==> config.mk <==
export PLATFORM = sky130hd
export DESIGN_NAME = irq_dma_router
export DESIGN_NICKNAME = d
export VERILOG_FILES = /design/src/rtl/irqd_pkg.sv /design/src/rtl/irqd_flag_reg.sv /design/src/rtl/irqd_arbiter.sv /design/src/rtl/irq_dma_router.sv
export SDC_FILE = /design/constraint.sdc
export NUM_CORES = 1
export LEC_CHECK = 0
export ABC_AREA = 1
export BUFFER_PORTS_ARGS = -buffer_cell sky130_fd_sc_hd__buf_4
export CAP_MARGIN = 20
export CORE_MARGIN = 2
export CORE_UTILIZATION = 50
export DETAILED_ROUTE_END_ITERATION = 10
export PLACE_DENSITY = 0.75
export SLEW_MARGIN = 5
export SYNTH_ARGS = -nofsm -noshare
export SYNTH_HDL_FRONTEND = slang
export SYNTH_HIERARCHICAL = 1
export SYNTH_SLANG_ARGS = --single-unit
==> constraint.sdc <==
create_clock -name clk -period 1.3 [get_ports clk]
set_input_delay 0.13 -clock clk [delete_from_list [all_inputs] [get_ports clk]]
set_output_delay 0.13 -clock clk [all_outputs]
set_load 0.01 [all_outputs]
==> src/rtl/irqd_pkg.sv <==
package irqd_pkg;
  typedef enum logic [1:0] {
    ADDR_REQ  = 2'd0,
    ADDR_EN   = 2'd1,
    ADDR_MODE = 2'd2,
    ADDR_NONE = 2'd3
  } irqd_addr_e;

  // next register contents on a software write
  function automatic logic [63:0] sw_merge(input logic [63:0] cur,
                                           input logic [63:0] wdat,
                                           input logic set_only);
    return set_only ? (cur | wdat) : wdat;
  endfunction
endpackage

==> src/rtl/irqd_flag_reg.sv <==
module irqd_flag_reg #(
  parameter int W = 8
) (
  input  logic         clk,
  input  logic         rst_n,
  input  logic         wr,
  input  logic [W-1:0] wdata,
  input  logic         set_only,
  input  logic [W-1:0] hw_clr,
  output logic [W-1:0] q
);
  import irqd_pkg::*;

  logic [W-1:0] sw_next;
  logic [63:0]  merged;

  always_comb begin
    merged  = sw_merge(64'(q), 64'(wdata), set_only);
    sw_next = wr ? merged[W-1:0] : q;
  end

  always_ff @(posedge clk or negedge rst_n) begin
    if (!rst_n) q <= '0;
    else        q <= sw_next & ~hw_clr;
  end

  AST_SETONLY_NO_DROP: assert property (@(posedge clk) disable iff (!rst_n)
    (wr && set_only && hw_clr == '0) |=> ((q & $past(q)) == $past(q)));
  AST_HWCLR_WINS: assert property (@(posedge clk) disable iff (!rst_n)
    (hw_clr != '0) |=> ((q & $past(hw_clr)) == '0));
endmodule

==> src/rtl/irqd_arbiter.sv <==
module irqd_arbiter #(
  parameter int               NSRC     = 8,
  parameter int               CHW      = 4,
  parameter logic [NSRC*CHW-1:0] CHAN_MAP = '0
) (
  input  logic             clk,
  input  logic             rst_n,
  input  logic [NSRC-1:0]  pend,
  input  logic             dma_ack,
  input  logic             dma_done,
  input  logic             dma_linked,
  output logic             dma_start,
  output logic [CHW-1:0]   dma_chan,
  output logic [NSRC-1:0]  take,
  output logic [NSRC-1:0]  done_plain,
  output logic             busy,
  output logic             linked_fin
);
  localparam int IW = (NSRC > 1) ? $clog2(NSRC) : 1;

  function automatic logic [IW-1:0] lowest_idx(input logic [NSRC-1:0] v);
    logic [IW-1:0] r;
    r = '0;
    for (int i = NSRC - 1; i >= 0; i--)
      if (v[i]) r = IW'(i);
    return r;
  endfunction

  logic [IW-1:0] sel_idx, cur;
  logic          accept, finish;

  always_comb begin
    sel_idx    = lowest_idx(pend);
    dma_start  = !busy && (pend != '0);
    dma_chan   = CHAN_MAP[sel_idx*CHW +: CHW];
    accept     = dma_start && dma_ack;
    finish     = busy && dma_done;
    take       = accept ? (NSRC'(1) << sel_idx) : '0;
    done_plain = (finish && !dma_linked) ? (NSRC'(1) << cur) : '0;
    linked_fin = finish && dma_linked;
  end

  always_ff @(posedge clk or negedge rst_n) begin
    if (!rst_n) begin
      busy <= 1'b0;
      cur  <= '0;
    end else if (accept) begin
      busy <= 1'b1;
      cur  <= sel_idx;
    end else if (finish) begin
      busy <= 1'b0;
    end
  end

  AST_ONE_IN_FLIGHT: assert property (@(posedge clk) disable iff (!rst_n)
    accept |=> !dma_start);
  AST_SERVED_STABLE: assert property (@(posedge clk) disable iff (!rst_n)
    (busy && !dma_done) |=> $stable(cur));
endmodule

==> src/rtl/irq_dma_router.sv <==
module irq_dma_router #(
  parameter int                  NSRC     = 8,
  parameter int                  CHW      = 4,
  parameter int                  LW       = 3,
  parameter logic [NSRC*CHW-1:0] CHAN_MAP = 32'h1357_9BDF
) (
  input  logic               clk,
  input  logic               rst_n,
  input  logic               bus_wr,
  input  logic [1:0]         bus_addr,
  input  logic [NSRC-1:0]    bus_wdata,
  output logic [NSRC-1:0]    bus_rdata,
  input  logic [NSRC-1:0]    src_evt,
  input  logic [NSRC*LW-1:0] src_lvl,
  input  logic [NSRC-1:0]    irq_mask,
  input  logic               cpu_gie,
  input  logic [LW-1:0]      cpu_lvl,
  input  logic [NSRC-1:0]    cpu_ack,
  output logic               dma_start,
  output logic [CHW-1:0]     dma_chan,
  input  logic               dma_ack,
  input  logic               dma_done,
  input  logic               dma_linked,
  output logic [NSRC-1:0]    irq_src,
  output logic               cpu_irq
);
  import irqd_pkg::*;

  function automatic logic [NSRC-1:0] level_above(input logic [NSRC*LW-1:0] lv,
                                                  input logic [LW-1:0] floor_lvl);
    logic [NSRC-1:0] r;
    for (int i = 0; i < NSRC; i++) r[i] = lv[i*LW +: LW] > floor_lvl;
    return r;
  endfunction

  logic [1:0]      mode_q;          // [0] request set-only, [1] enable set-only
  logic [NSRC-1:0] req_q, en_q, dma_pend, irq_flag;
  logic [NSRC-1:0] take, done_plain, to_dma, to_cpu, no_clr;
  logic            wr_req, wr_en, arb_busy, linked_fin;

  assign wr_req = bus_wr && (bus_addr == ADDR_REQ);
  assign wr_en  = bus_wr && (bus_addr == ADDR_EN);
  assign no_clr = '0;

  irqd_flag_reg #(.W(NSRC)) u_req (
    .clk(clk), .rst_n(rst_n), .wr(wr_req), .wdata(bus_wdata),
    .set_only(mode_q[0]), .hw_clr(take), .q(req_q));

  irqd_flag_reg #(.W(NSRC)) u_en (
    .clk(clk), .rst_n(rst_n), .wr(wr_en), .wdata(bus_wdata),
    .set_only(mode_q[1]), .hw_clr(no_clr), .q(en_q));

  always_ff @(posedge clk or negedge rst_n) begin
    if (!rst_n) mode_q <= 2'b11;
    else if (bus_wr && bus_addr == ADDR_MODE) mode_q <= bus_wdata[1:0];
  end

  always_comb begin
    unique case (irqd_addr_e'(bus_addr))
      ADDR_REQ:  bus_rdata = req_q;
      ADDR_EN:   bus_rdata = en_q;
      ADDR_MODE: bus_rdata = NSRC'(mode_q);
      default:   bus_rdata = '0;
    endcase
  end

  // event routing: both bits set -> DMA job, otherwise CPU flag
  assign to_dma = src_evt & req_q & en_q;
  assign to_cpu = src_evt & ~(req_q & en_q);

  always_ff @(posedge clk or negedge rst_n) begin
    if (!rst_n) begin
      dma_pend <= '0;
      irq_flag <= '0;
    end else begin
      dma_pend <= (dma_pend | to_dma) & ~take;
      irq_flag <= (irq_flag | to_cpu | done_plain) & ~cpu_ack;
    end
  end

  irqd_arbiter #(.NSRC(NSRC), .CHW(CHW), .CHAN_MAP(CHAN_MAP)) u_arb (
    .clk(clk), .rst_n(rst_n), .pend(dma_pend),
    .dma_ack(dma_ack), .dma_done(dma_done), .dma_linked(dma_linked),
    .dma_start(dma_start), .dma_chan(dma_chan), .take(take),
    .done_plain(done_plain), .busy(arb_busy), .linked_fin(linked_fin));

  assign irq_src = irq_flag & irq_mask & {NSRC{cpu_gie}} & level_above(src_lvl, cpu_lvl);
  assign cpu_irq = |irq_src;

  AST_LINKED_NO_FLAG: assert property (@(posedge clk) disable iff (!rst_n)
    linked_fin |=> ((irq_flag & ~$past(irq_flag) & ~$past(src_evt)) == '0));
  AST_TAKE_WAS_PENDING: assert property (@(posedge clk) disable iff (!rst_n)
    (take != '0) |-> ((take & dma_pend) == take && $onehot0(take)));
endmodule

* After elaboration in Yosys (flattened, before gate mapping) *
Cells that the tools add are included.

storage, ports and cells
  register bits = 38
  logic and storage cells = 67

operators by class
  magnitude comparators = 8
  eq/ne operators = 2
  shift operators = 3
  muxes and demuxes = 16
  bitwise gates (word level) = 18
  reduce and logical (&&, ||, !) cells = 13

operators with widths
  cell                     number
  $and 8x8->8              10
  $mux 8                   5
  $or 8x8->8               5
  $shiftx 32x6->4 const A  1
  $gt 3x3->1               8
  $mux 3                   8
  $not 8->8                3
  $pmux 8 s3               1
  $shl 1x3->8 const A      2
  $reduce_bool 8->1        1
  $reduce_or 8->1          1
  $logic_and 1x1->1        7
  $eq 2x1->1 const B       1
  $eq 2x2->1 const B       1
  $logic_not 1->1          2
  $logic_not 2->1          1
  $mux 1                   2
  $reduce_bool 2->1        1

* Logic depth before layout (Yosys ltp) *
  word-level depth = 12
  depth in mapped cells = 11
  depth with buffers taken out = 11

* Hierarchy *
The synthesis kept the hierarchy.

modules (own cells, without submodules)
  module          times used  cells an instance  area an instance (um2)
  irq_dma_router  1           225                1584.0
  irqd_flag_reg   2           35                 367.9
  irqd_arbiter    1           80                 489.2

* Worst setup path before layout *
No wires, ideal clock.

  kind = flip-flop to flip-flop
  start point = register dma_pend[3]
  end point = register dma_pend[5]
  library setup time = 0.125 ns
  arrival = 1.133 ns
  setup slack = 0.042 ns
  cell stages (with the launch flop) = 6
  path buffers = 0
  clock period less this slack = 1.258 ns
  path through = dfrtp_1 > nor2_2 > nand3_2 > nand3b_4 > nor2_1 > a21oi_1

on the way
  cells in the longest elaborated chain, start to end = 8

ends and longest elaborated chain
  item                    line                  text
  from (decl)             irq_dma_router.sv:37  logic [NSRC-1:0] req_q, en_q, dma_pend, irq_flag;
  from (signal assigned)  irq_dma_router.sv:76  dma_pend <= (dma_pend | to_dma) & ~take;
  $mux 3 (4 in series)    irqd_arbiter.sv:25    if (v[i]) r = IW'(i);
  $shl 1x3->8             irqd_arbiter.sv:38    take = accept ? (NSRC'(1) << sel_idx) : '0;
  $mux 8 (*)              irqd_arbiter.sv:38
  via take[5]             irq_dma_router.sv:38  logic [NSRC-1:0] take, done_plain, to_dma, to_cpu, no_clr;
  $not 8->8 (*)           irq_dma_router.sv:76
  $and 8x8->8 (*)         irq_dma_router.sv:76

The timed path passes the listed nets; every way through them passes the cells marked *.
A chain may end at the register's enable or synchronous reset.

* Worst setup path after layout *
  start point = register dma_pend[6]
  end point = output dma_chan[1]

on the way
  cells in the longest elaborated chain, start to end = 8

ends and longest elaborated chain
  item                  line                  text
  $mux 3 (7 in series)  irqd_arbiter.sv:25
  $shiftx 32x6->4       irqd_arbiter.sv:35    dma_chan = CHAN_MAP[sel_idx*CHW +: CHW];
  to (decl)             irq_dma_router.sv:20  output logic [CHW-1:0] dma_chan,

Every way passes these cells.

==> run_results.csv <==
group,metric,value,unit
setup_path,cp_top_family,"simple AND/OR/NAND/NOR gates",
timing,layout_setup_ws,-0.294,ns
finish,diodes,0,
power,leakagePower,2.21,nW
clocking,cts_max_level,2,
drt,wirelength,8780,µm
power,powerDensity,1490,nW/µm²
power,ir_drop,1.69,mV
drt,drtAntennaViolNets,0,
drt,drtIter0Drc,115,
placed_design,placed_cells_incl_taps,554,
setup_path,cp_max_fo,3,
drt,viasPerCell,5.06,
setup_path,criticalPathCategory,"flip-flop to output port",
clocking,clock_latency,0.30,ns
status,violations,"negative setup slack",
finish,final_common_cell,"buf_4",
timing,rsz0062_at_grt,"yes",
floorplan,io_pins,90,
global_routing,first_global_vias,2903,
finish,area_delta_synth_final,61.3,%
timing,setup_viol,31,
synth,syn_area,2800,µm²
drt,drt-wirelength-per-cell,14.9,µm
timing,finalClockSkew,0.00672,ns
setup_path,startpoint,"dma_pend[6]",
hold_path,hp-class,"input port to flip-flop",
timing,period_share,123,%
global_routing,grt_max_degree,39,
finish,nets,608,
setup_path,startpoint_type,"flip-flop",
finish,drive_gt1_share,46.4,%
setup_path,cp_common_cell,"nand2_2",
timing,fin_crit,1.59,ns
drt,first_pass_iters,4,
clocking,cts_root_buffer,"clkbuf_8",
synth,syn_inst,373,
clocking,clock-sinks,38,
timing,finalHoldViolCount,0,
synth,synth_warnings,6,
setup_path,path_buf_inv,3,
global_routing,grt_pass1_wl,12900,µm
finish,num-fill-cells,336,
hold_path,hold_start,"dma_done",
global_routing,grt_overflow,0,
global_routing,groute.usage.overall,26.3,%
status,outcome,"complete, but fails checks",
run,maxCapViolCount,0,
setup_path,critPathArrivalTime,1.46,ns
setup_path,crit_path_end_kind,"output port",
power,p_seq_share,27.0,%
floorplan,start_util,51.2,%
placed_design,portBuffers,88,
finish,instances_no_fill,589,
timing,final_max_slew_viol_count,0,
setup_path,crit_slowest_cell,"dfrtp_1",
power,power.total,6.71,mW
clocking,path_clk_slew,0.07,ns
floorplan,fp.dieArea,6220,µm²
clocking,clockBufferDepth,2,
clocking,cts_tree,"yes",
power,combinationalPowerShare,60.5,%
power,clkPwrFrac,12.5,%
floorplan,die_x,78.9,µm
setup_path,critPathRequiredTime,1.17,ns
floorplan,core,5470,µm²
floorplan,rows,27,
drt,drc,0,
finish,fin_util,82.6,%
setup_path,slowest_delay,0.40,ns
power,intPower,3.91,mW
global_routing,antenna_found_initial,0,
clocking,cts_made_buffers,5,
power,swShare,41.7,%
placed_design,post-dp-hpwl,5490,µm
power,power.switching,2.80,mW
timing,tns,-4.54,ns
placed_design,dp_slack,-0.298,ns
synth,syn-mean-instance-area,7.51,µm²
placed_design,gp_congestion,0.828,
finish,most-common-layout-cells,"97 x buf_4, 66 x nand2_1, 55 x inv_1, 35 x dfrtp_1, 34 x nor2_1",
drt,vias,2980,
setup_path,r2r-start,"dma_pend[5]",
floorplan,die_h,78.9,µm
timing,timing.fmax,627,MHz
setup_path,path_cells,"inv_1, nand2_1, nand2_1, nand2_1, nand2_2, nand2_2, nand2_2, nand2_2, buf_6, buf_6",
-- final timing paths --
kind / end / slack, ns / depth (start not counted)
worst min register to register: u_arb/cur[1] / 0.53 / 2
worst max register to register: dma_pend[7] / -0.27 / 11
max in group asynchronous: u_arb/busy / 0.60 / 2
min in group asynchronous: u_en/q[2] / 0.34 / 2
worst min-delay path: u_arb/busy / 0.01 / 2
worst max-delay path: dma_chan[1] / -0.29 / 10
-- metal layers --
layer	share of wire [%]	vias to the layer above	wire, µm	track usage [%]
met3	5.9	18	522	3.98
met1	41	1381	3590	32.3
li1	-	1462	-	-
met2	51	119	4500	47.3
met4	1.9	0	163	8.45
met5	0	-	0	0
-- state kept, by name, indices dropped and copies added, names as in the netlist --
signal / count
u_req/q: 8
mode_q: 2
u_en/q: 8
irq_flag: 8
u_arb/cur: 3
u_arb/busy: 1
dma_pend: 8
-- final cells by class --
class	instances	area (µm²)	share of cell area (%)
clock inverter	1	5.00	0.111
timing repair buffer	133	1140	25.3
sequential	38	955	21.1
inverter	70	273	6.04
multi-input combinational	268	1970	43.5
clock buffer	7	86.3	1.91
tap	72	90.1	1.99
-- repair_timing --
action	in CTS	in global routing
pin swaps	21	37
hold buffers	9	0
buffers inserted	15	6
endpoints found under the setup margin	21	42
hold endpoints to repair	44	0
gates resized for setup	48	56
-- per-stage QoR --
step                      hold slack [ns]  instance area (µm²)
final                              0.0111                 4520
after global placement              0.129                 3680
after detailed placement            0.122                 3680
after global routing               0.0100                 4520
after CTS                          0.0146                 4220
after floorplan                    -0.166                 2830
-- power by group through the flow --
stage	sequential, mW	combinational, mW	clock, mW
after floorplan	1.74	1.57	0
after detailed placement	1.79	2.56	0
after global placement	1.78	2.50	0
after global routing	1.85	4.35	0.898
after CTS	1.78	3.53	0.849
final	1.81	4.06	0.842
Power figures use the tool's default switching activity.
